$ cat config.mk
export PLATFORM = sky130hd
export DESIGN_NAME = cycle_snap_counter
export DESIGN_NICKNAME = d
export VERILOG_FILES = /design/src/rtl/csc_pkg.sv /design/src/rtl/csc_decode.sv /design/src/rtl/csc_counter.sv /design/src/rtl/csc_snapshot.sv /design/src/rtl/csc_readback.sv /design/src/rtl/cycle_snap_counter.sv
export SDC_FILE = /design/constraint.sdc
export NUM_CORES = 1
export LEC_CHECK = 0
export ABC_CLOCK_PERIOD_IN_PS = 2200
export BUFFER_PORTS_ARGS = -buffer_cell sky130_fd_sc_hd__buf_2
export CELL_PAD_IN_SITES_DETAIL_PLACEMENT = 1
export CELL_PAD_IN_SITES_GLOBAL_PLACEMENT = 1
export CORE_ASPECT_RATIO = 1.2
export CORE_MARGIN = 1.5
export CORE_UTILIZATION = 41
export CTS_BUF_LIST = sky130_fd_sc_hd__clkbuf_8
export CTS_CLUSTER_SIZE = 30
export DETAILED_ROUTE_END_ITERATION = 10
export PLACE_DENSITY = 0.8
export RECOVER_POWER = 25
export SKIP_CTS_REPAIR_TIMING = 1
export SLEW_MARGIN = 30
export SYNTH_ARGS = -nofsm -noshare
export SYNTH_HDL_FRONTEND = slang
export SYNTH_SLANG_ARGS = --single-unit
$ cat constraint.sdc
create_clock -name clk -period 2.2 [get_ports clk]
set_input_delay 0.33 -clock clk [delete_from_list [all_inputs] [get_ports clk]]
set_output_delay 0.33 -clock clk [all_outputs]
set_load 0.03 [all_outputs]
$ cat src/rtl/csc_pkg.sv
package csc_pkg;

    typedef enum logic [1:0] {
        RSEL_NONE = 2'd0,
        RSEL_LO   = 2'd1,
        RSEL_HI   = 2'd2
    } csc_rsel_e;

    typedef struct packed {
        logic      clr;
        logic      snap;
        csc_rsel_e rsel;
    } csc_cmd_t;

endpackage

$ cat src/rtl/csc_decode.sv
module csc_decode
    import csc_pkg::*;
#(
    parameter int unsigned ADDR_W   = 8,
    parameter int unsigned DATA_W   = 32,
    parameter logic [ADDR_W-1:0] LO_OFS = 8'h14,
    parameter logic [ADDR_W-1:0] HI_OFS = 8'h18,
    parameter int unsigned CLR_BIT  = 0,
    parameter int unsigned SNAP_BIT = 1
) (
    input  logic [ADDR_W-1:0] addr,
    input  logic              wr,
    input  logic [DATA_W-1:0] wdata,
    input  logic              rd,
    output csc_cmd_t          cmd
);

    localparam logic [DATA_W-1:0] CMD_MASK =
        (DATA_W'(1) << CLR_BIT) | (DATA_W'(1) << SNAP_BIT);

    logic hit_lo;
    logic hit_hi;
    logic unused_wdata;

    assign unused_wdata = ^(wdata & ~CMD_MASK);

    always_comb begin
        hit_lo   = (addr == LO_OFS);
        hit_hi   = (addr == HI_OFS);
        cmd.clr  = wr && hit_lo && wdata[CLR_BIT];
        cmd.snap = wr && hit_lo && wdata[SNAP_BIT];
        if (!rd)
            cmd.rsel = RSEL_NONE;
        else if (hit_lo)
            cmd.rsel = RSEL_LO;
        else if (hit_hi)
            cmd.rsel = RSEL_HI;
        else
            cmd.rsel = RSEL_NONE;
    end

endmodule

$ cat src/rtl/csc_counter.sv
module csc_counter #(
    parameter int unsigned CNT_W = 64
) (
    input  logic             clk,
    input  logic             rst,
    input  logic             clr,
    output logic [CNT_W-1:0] cnt
);

    typedef struct packed {
        logic [CNT_W-1:0] cnt;
    } cnt_st_t;

    cnt_st_t st_d;
    cnt_st_t st_q;

    always_comb begin
        st_d = st_q;
        if (clr)
            st_d.cnt = '0;
        else
            st_d.cnt = st_q.cnt + CNT_W'(1);
    end

    always_ff @(posedge clk) begin
        if (rst)
            st_q <= '0;
        else
            st_q <= st_d;
    end

    assign cnt = st_q.cnt;

endmodule

$ cat src/rtl/csc_snapshot.sv
module csc_snapshot #(
    parameter int unsigned CNT_W = 64
) (
    input  logic             clk,
    input  logic             rst,
    input  logic             take,
    input  logic [CNT_W-1:0] live,
    output logic [CNT_W-1:0] held
);

    typedef struct packed {
        logic [CNT_W-1:0] val;
    } snap_st_t;

    snap_st_t st_d;
    snap_st_t st_q;

    always_comb begin
        st_d = st_q;
        if (take)
            st_d.val = live;
    end

    always_ff @(posedge clk) begin
        if (rst)
            st_q <= '0;
        else
            st_q <= st_d;
    end

    assign held = st_q.val;

endmodule

$ cat src/rtl/csc_readback.sv
module csc_readback
    import csc_pkg::*;
#(
    parameter int unsigned CNT_W  = 64,
    parameter int unsigned DATA_W = 32
) (
    input  logic              clk,
    input  logic              rst,
    input  csc_rsel_e         rsel,
    input  logic [CNT_W-1:0]  held,
    output logic [DATA_W-1:0] rdata
);

    localparam int unsigned PAD_W = 2 * DATA_W;

    typedef struct packed {
        logic [DATA_W-1:0] data;
    } rb_st_t;

    rb_st_t            st_d;
    rb_st_t            st_q;
    logic [PAD_W-1:0]  wide;

    generate
        if (CNT_W == PAD_W) begin : g_full
            assign wide = held;
        end else begin : g_pad
            assign wide = {{(PAD_W - CNT_W){1'b0}}, held};
        end
    endgenerate

    always_comb begin
        st_d = st_q;
        case (rsel)
            RSEL_LO: st_d.data = wide[DATA_W-1:0];
            RSEL_HI: st_d.data = wide[PAD_W-1:DATA_W];
            default: st_d.data = '0;
        endcase
    end

    always_ff @(posedge clk) begin
        if (rst)
            st_q <= '0;
        else
            st_q <= st_d;
    end

    assign rdata = st_q.data;

endmodule

$ cat src/rtl/cycle_snap_counter.sv
module cycle_snap_counter
    import csc_pkg::*;
#(
    parameter int unsigned CNT_W    = 64,
    parameter int unsigned DATA_W   = 32,
    parameter int unsigned ADDR_W   = 8,
    parameter logic [ADDR_W-1:0] LO_OFS = 8'h14,
    parameter logic [ADDR_W-1:0] HI_OFS = 8'h18,
    parameter int unsigned CLR_BIT  = 0,
    parameter int unsigned SNAP_BIT = 1
) (
    input  logic              clk,
    input  logic              rst,
    input  logic [ADDR_W-1:0] reg_addr,
    input  logic              reg_wr,
    input  logic [DATA_W-1:0] reg_wdata,
    input  logic              reg_rd,
    output logic [DATA_W-1:0] reg_rdata
);

    csc_cmd_t         cmd;
    logic [CNT_W-1:0] cnt_q;
    logic [CNT_W-1:0] snap_q;

    csc_decode #(
        .ADDR_W  (ADDR_W),
        .DATA_W  (DATA_W),
        .LO_OFS  (LO_OFS),
        .HI_OFS  (HI_OFS),
        .CLR_BIT (CLR_BIT),
        .SNAP_BIT(SNAP_BIT)
    ) u_decode (
        .addr (reg_addr),
        .wr   (reg_wr),
        .wdata(reg_wdata),
        .rd   (reg_rd),
        .cmd  (cmd)
    );

    csc_counter #(.CNT_W(CNT_W)) u_counter (
        .clk(clk),
        .rst(rst),
        .clr(cmd.clr),
        .cnt(cnt_q)
    );

    csc_snapshot #(.CNT_W(CNT_W)) u_snapshot (
        .clk (clk),
        .rst (rst),
        .take(cmd.snap),
        .live(cnt_q),
        .held(snap_q)
    );

    csc_readback #(.CNT_W(CNT_W), .DATA_W(DATA_W)) u_readback (
        .clk  (clk),
        .rst  (rst),
        .rsel (cmd.rsel),
        .held (snap_q),
        .rdata(reg_rdata)
    );

endmodule

==> After elaboration in Yosys (flattened, before gate mapping) <==
Cells that the tools add are included.
{ "classes": {"n_addsub": 1, "n_eq_ne": 4, "muxes": 4, "n_reduce_logical": 4} }
{ "op_table": {"columns": ["op", "count"], "rows": [
  ["adder 64 x 1 -> 64 bit (second input constant)", 1],
  ["one-hot mux 32 bit (2 select lines)", 1],
  ["equality test 8 x 5 -> 1 bit (second input constant)", 2],
  ["two-way mux 2 bit", 3],
  ["logical AND 1 bit", 3],
  ["equality test 2 x 1 -> 1 bit (second input constant)", 1],
  ["equality test 2 bit (second input constant)", 1],
  ["OR reduction 2 bit", 1]
]} }
{ "word_totals": {"register_bits": 160, "input_bits": 44, "out_inout_bits": 32, "word_cells": 16} }

==> Depth between registers and ports, before layout <==
Gate-level depths: netlist of the first run.
{ "logic_depth": {"word_depth": 6, "mapped_depth": 8} }

==> Hierarchy <==
Synthesis of the first run repeated with hierarchy kept, for this count alone.
{ "unflattened": {"hier_cells": 693, "area_unflattened_um2": 6550.0} }
{ "by_module_without_submodules": {"columns": ["mod", "n_inst", "cells_each", "area_each_um2", "seq_area_each_um2"], "rows": [
  ["csc_counter", 1, 366, 3067.9, 1281.2],
  ["csc_snapshot", 1, 206, 2290.9, 1281.2],
  ["csc_readback", 1, 111, 1122.3, 640.6],
  ["csc_decode", 1, 10, 68.8, 0.0]
]} }

==> Worst setup path after synthesis of the first run <==
Ideal clock, no wire load.
{ "synth_timing": {"path_type": "reg-to-reg", "start": "reg u_counter.st_q, in the netlist u_counter.cnt[0]", "end": "reg u_counter.st_q, in the netlist u_counter.cnt[60]", "setup_time_ns": 0.071, "t_arrival_ns": 2.156, "required_ns": 2.129, "path_slack_ns": -0.026, "path_stages_with_launch": 8, "n_path_buf": 1, "synth_period_minus_slack_ns": 2.226, "cell_sequence": "dfxtp_1 ha_1 nand3_1 nor4_2 nand4_1 clkbuf_1 or3_1 a21oi_1"} }
{ "synth_via": {"elab_chain_cells": 1} }
{ "synth_lines": {"columns": ["item", "line", "text"], "rows": [
  ["start: declaration", "csc_counter.sv:15", "cnt_st_t st_q;"],
  ["start signal: assignment", "csc_counter.sv:29", "st_q <= st_d;"],
  ["adder 64 x 1 -> 64 bit", "csc_counter.sv:22", "st_d.cnt = st_q.cnt + CNT_W'(1);"]
]} }
Every way passes these cells.
A chain may end at the register's enable or synchronous reset.

==> Worst setup path in the final report of the first run <==
{ "layout_timing": {"start": "reg u_counter.st_q, in the netlist u_counter.cnt[19]", "end": "reg u_counter.st_q, in the netlist u_counter.cnt[51]"} }
The elaborated chain is that of the path after synthesis.

==> impl_metrics.yaml, run 1 <==
global_route:
  grtUsageTotal: 0.2385
  grt_pass1_vias: 5857
  grt_max_degree: 97
  grt_first_pass_wirelength_um: 29250
  grt_overflow: 0
  antenna_found_initial: 0
synthesis:
  ys_async_sr_fraction: 0
  synth_edf_count: 0
  syn_area_per_cell_um2: 8.401
  netlist_area_um2: 6200
  synthCells: 738
  synth-seq-cells: 160
  ys_types: 34
  syn_nets: 783
  seq_area_frac_synth: 0.5166
  ys_dominant_reg_cell: "dfxtp_1"
  yosysWarnings: 0
setup_path:
  critical_path_required_ps: 2600
  crit_path_start: "u_counter.cnt[19]$_SDFF_PP0_"
  worstPathArrival_ps: 2570
  critPathCaptureType: "flop"
  rr_worst_depth: 5
  r2r_start: "u_counter.cnt[19]$_SDFF_PP0_"
  worst_setup_path_start_kind: "flop"
  r2r_end: "u_counter.cnt[51]$_SDFF_PP0_"
  rrSetupSlack_ps: 30
  path_class: "reg2reg"
  cp_max_fo: 5
  cp-endpoint: "u_counter.cnt[51]$_SDFF_PP0_"
sta:
  finalWorstSetupSlack_ps: 25.48
  period_share: 0.9884
  worstMarginPinSlew_ps: 860.8
  final_hold_viol_count: 0
  setup_tns_ps: 0
  clock-skew-final_ps: 14.20
  clock.fmax_mhz: 459.9
  maxSlewViolCount: 0
  holdWs_ps: 423.1
  setup_viol: 0
  finalCriticalPeriod_ps: 2175
  slew_headroom: 0.4261
clock_tree:
  max-clock-path-buffers: 2
  h-tree-depth: 4
  cts_made_buffers: 17
  path_clk_slew_ps: 90
  cts_tree: "done"
  cts_root_buffer: "clkbuf_8"
  cts_sinks: 160
  clkLatencyLatePin_ps: 460
layout:
  final_cell_mix: "dfxtp_1, nand2_1, nor2_1, a21oi_1, buf_4"
  final_util: 0.5017
  final_cells: 1027
  drive_above_1_share: 0.1725
  final_common_cell: "dfxtp_1"
  syn_to_final_growth_pct: 20.57
  layout.nets: 855
  num_antenna_cells: 0
floorplan:
  die_w_um: 115.3
  io_pins: 76
  rows: 49
  core_um2: 14900
  die_h_um: 137.7
  initial_core_util: 0.4161
  dieArea_um2: 15870
detailed_routing:
  ant_nets: 0
  drt-pass1-iter-count: 4
  wl_met2_um: 9886
  wl_per_cell_um: 17.93
  drt_iter0_drc: 348
  finalWirelength_um: 18410
  drc: 0
  routed_via_density: 5.440
  wl_met3_um: 699
  met1_length_um: 7341
  route.top_layer_used: "met4"
  vias: 5587
place:
  hpwl_um: 12310
  placedCellCount: 992
  place_congestion: 0.8244
  port_buffers: 45
  preCtsSetupSlack_ps: -38.86
run:
  drv_cap: 0
power_and_ir_drop:
  power_density_nw_per_um2: 709.0
  ir_drop_v: 0.0005021
  power.leakage_nw: 2.474
min_path:
  hold_class: "in2reg"
status:
  status: "complete, no violations"
## worst max-delay path: stages (launching register included)
cell and delay (ps):
dfxtp_1 350, nand4_1 260, or4_4 570, or3_4 350, or4_1 440, a21oi_2 150
## power breakdown
group | total, W | switching (W) | internal (W)
registers | 0.00290 | 0.00000421 | 0.00290
clock network | 0.00230 | 0.00112 | 0.00118
logic | 0.0000973 | 0.0000670 | 0.0000302
## synth_stat cells, types with 3 or more instances
library cell,number,area (um^2)
dfxtp_1,160,3203
clkbuf_1,43,161.4
or4_1,6,45.04
and4_1,5,43.79
nand3_1,21,105.1
xnor2_1,26,227.7
nor2_1,82,307.8
nand2_1,145,544.3
buf_1,3,11.26
xor2_1,17,148.9
nor4_1,18,112.6
nor3_1,7,35.03
nor4b_1,3,26.28
a21oi_1,81,405.4
a22oi_1,32,240.2
and3_1,7,43.79
nand4_1,25,156.4
o21ai_0,15,75.07
or3_1,16,100.1
inv_1,7,26.28
## state kept, by name (all words and copies together), names as in the netlist
name and count:
u_counter.cnt 64, u_readback.rdata 32, u_snapshot.held 64
## how the worst min path moves through the flow
stage | end | depth (start not counted) | slack [ps] | startpoint
6_report | u_snapshot.held[13]$_SDFFE_PP0P_ | 4 | 420 | reg_wr
5_1_grt | u_snapshot.held[13]$_SDFFE_PP0P_ | 4 | 400 | reg_wr
4_1_cts | u_snapshot.held[13]$_SDFFE_PP0P_ | 4 | 400 | reg_wr
3_5_place_dp | u_snapshot.held[28]$_SDFFE_PP0P_ | 2 | 450 | u_snapshot.held[28]$_SDFFE_PP0P_
3_3_place_gp | u_snapshot.held[32]$_SDFFE_PP0P_ | 2 | 440 | u_snapshot.held[32]$_SDFFE_PP0P_
2_1_floorplan | u_snapshot.held[32]$_SDFFE_PP0P_ | 2 | 440 | u_snapshot.held[32]$_SDFFE_PP0P_
## stage by stage
| stage | cell area [um^2] | power, W |
|---|---|---|
| floorplan | 6208 | 0.003021 |
| detailed placement | 6979 | 0.003067 |
| global route | 7475 | 0.005463 |
| finish | 7475 | 0.005299 |
| CTS | 7402 | 0.005328 |
| global placement | 6979 | 0.003061 |
## logic make-up (layout without fill, tap and decap cells)
kind of cell | Yosys count | after routing | synth area share
adder cells (fa/ha/maj) | 1 | 1 | 0.002018
buffers and inverters | 55 | 140 | 0.03471
AND/OR/NAND/NOR | 344 | 344 | 0.2595
XOR/XNOR | 43 | 43 | 0.06075
flip-flops | 160 | 160 | 0.5166
AO/OA/AOI/OAI | 135 | 135 | 0.1263
## per-layer routing
layer	vias up	GRT usage
met5	-	0
met4	0	0.09122
met3	34	0.04883
met2	131	0.4392
met1	2735	0.2688
li1	2687	-
## final cells by class
cell class	count	area (um^2)
clock inverters	13	161.4
multi-input cells	523	2882
inverters	7	26.28
fillers	1815	7423
clock buffers	19	261.5
flip-flops and latches	160	3212
well taps	204	255.2
repair buffers	101	676.9
(Power assumes the default switching activity.)
==> inputs of run 2 (changes only) <==
--- a/config.mk
+++ b/config.mk
@@ -15,7 +15,7 @@
 export CTS_BUF_LIST = sky130_fd_sc_hd__clkbuf_8
 export CTS_CLUSTER_SIZE = 30
 export DETAILED_ROUTE_END_ITERATION = 10
-export PLACE_DENSITY = 0.8
+export PLACE_DENSITY_LB_ADDON = 0.1
 export RECOVER_POWER = 25
 export SKIP_CTS_REPAIR_TIMING = 1
 export SLEW_MARGIN = 30
==> impl_metrics.yaml, run 2 (same netlist as run 1, synthesis figures left out) <==
layout:
  layout.nets: 857
  final_common_cell: "dfxtp_1"
  syn_to_final_growth_pct: 20.24
  num_antenna_cells: 0
  drive_above_1_share: 0.1602
  fin_area_um2: 7455
  final_cell_mix: "dfxtp_1, nand2_1, nor2_1, a21oi_1, buf_4"
  final_util: 0.5004
clock_tree:
  h-tree-depth: 4
  cts_made_buffers: 17
  cts_sinks: 160
  cts_tree: "done"
  cts_root_buffer: "clkbuf_8"
  path_clk_slew_ps: 80
  max-clock-path-buffers: 2
  clkLatencyLatePin_ps: 460
setup_path:
  path_class: "reg2reg"
  cp_max_fo: 6
  worstPathArrival_ps: 2530
  worst_setup_path_start_kind: "flop"
  critical_path_required_ps: 2600
  critPathCaptureType: "flop"
global_route:
  grt_max_degree: 97
  grt_overflow: 0
  antenna_found_initial: 0
  grtUsageTotal: 0.2319
  grt_pass1_vias: 5682
  met1_usage: 0.2620
  use_met2: 0.4322
  grt.busiest_layer: "met2"
  grt_first_pass_wirelength_um: 28150
  met3_usage: 0.04311
sta:
  worstMarginPinSlew_ps: 883.2
  clock.fmax_mhz: 468.8
  period_share: 0.9696
  clock-skew-final_ps: 9.329
  maxSlewViolCount: 0
  setup_tns_ps: 0
  finalCriticalPeriod_ps: 2133
  slew_headroom: 0.4112
  setup_viol: 0
  final_hold_viol_count: 0
  finalWorstSetupSlack_ps: 66.96
power_and_ir_drop:
  power_w: 0.005168
  ir_drop_v: 0.0003617
  power_density_nw_per_um2: 693.3
  power.leakage_nw: 2.440
run:
  drv_cap: 0
detailed_routing:
  ant_nets: 0
  routed_via_density: 5.294
  drt-pass1-iter-count: 4
  vias: 5442
  wl_per_cell_um: 16.76
  finalWirelength_um: 17230
  drc: 0
  drt_iter0_drc: 208
place:
  place_congestion: 0.7890
  place_area_um2: 6992
  port_buffers: 45
  hpwl_um: 11570
  preCtsSetupSlack_ps: 5.532
floorplan:
  dieArea_um2: 15870
  io_pins: 76
  die_w_um: 115.3
  die_h_um: 137.7
  initial_core_util: 0.4161
  rows: 49
  core_um2: 14900
status:
  status: "complete, no violations"
min_path:
  hold_class: "in2reg"
run 2: cell count changes in the layout (fill, tap and decap cells not counted), moves of 2 or more:
cell	previous run	this run
dfxtp_1	153	156
dfxtp_2	7	4
clkbuf_1	23	32
clkinv_2	2	4
nand3_2	2	5
nor4_2	8	6
nand3_1	19	17
nor4_1	11	13
clkbuf_8	19	21
buf_2	22	13
run 2: report_power, final:
part	internal, W	leakage, nW	switching (W)	total, W
logic	0.0000309	0.954	0.0000653	0.0000962
clock network	0.00111	0.195	0.00106	0.00217
registers	0.00290	1.29	0.00000371	0.00290
total	0.00404	2.44	0.00113	0.00517
run 2: worst max-delay path, stage by stage, from the launching register on:
cell,delay [ps]
dfxtp_1,380
nand4_4,150
or4_4,570
or3_4,400
or4_4,420
a21oi_2,140
run 2: layer usage:
metal	up-vias	part of all wire
li1	2686	-
met1	2664	0.43
met2	70	0.53
met3	22	0.025
met4	0	0.017
met5	-	0
run 2: final timing paths:
check	from	end	slack [ps]	cells past startpoint
max	u_counter.cnt[9]$_SDFF_PP0_	u_counter.cnt[51]$_SDFF_PP0_	70	5
min	rst	u_readback.rdata[4]$_SDFF_PP0_	360	3
max reg2reg	u_counter.cnt[9]$_SDFF_PP0_	u_counter.cnt[51]$_SDFF_PP0_	70	5
min reg2reg	u_snapshot.held[13]$_SDFFE_PP0P_	u_snapshot.held[13]$_SDFFE_PP0P_	460	2
run 2: cell type report:
type | instances | area (um^2)
clock buffer | 21 | 289.0
clock inverter | 10 | 110.1
fill | 1803 | 7443
inverter | 7 | 26.28
multi-input combinational | 523 | 2869
sequential | 160 | 3208
tap | 204 | 255.2
timing repair buffer | 103 | 696.9
run 2: through the flow:
stage,hold WS [ps],std cells
final,364.8,1028
after global routing,395.7,1028
after CTS,373.6,1023
after detailed placement,449.7,992
after global placement,443.2,992
after floorplan,436.0,738
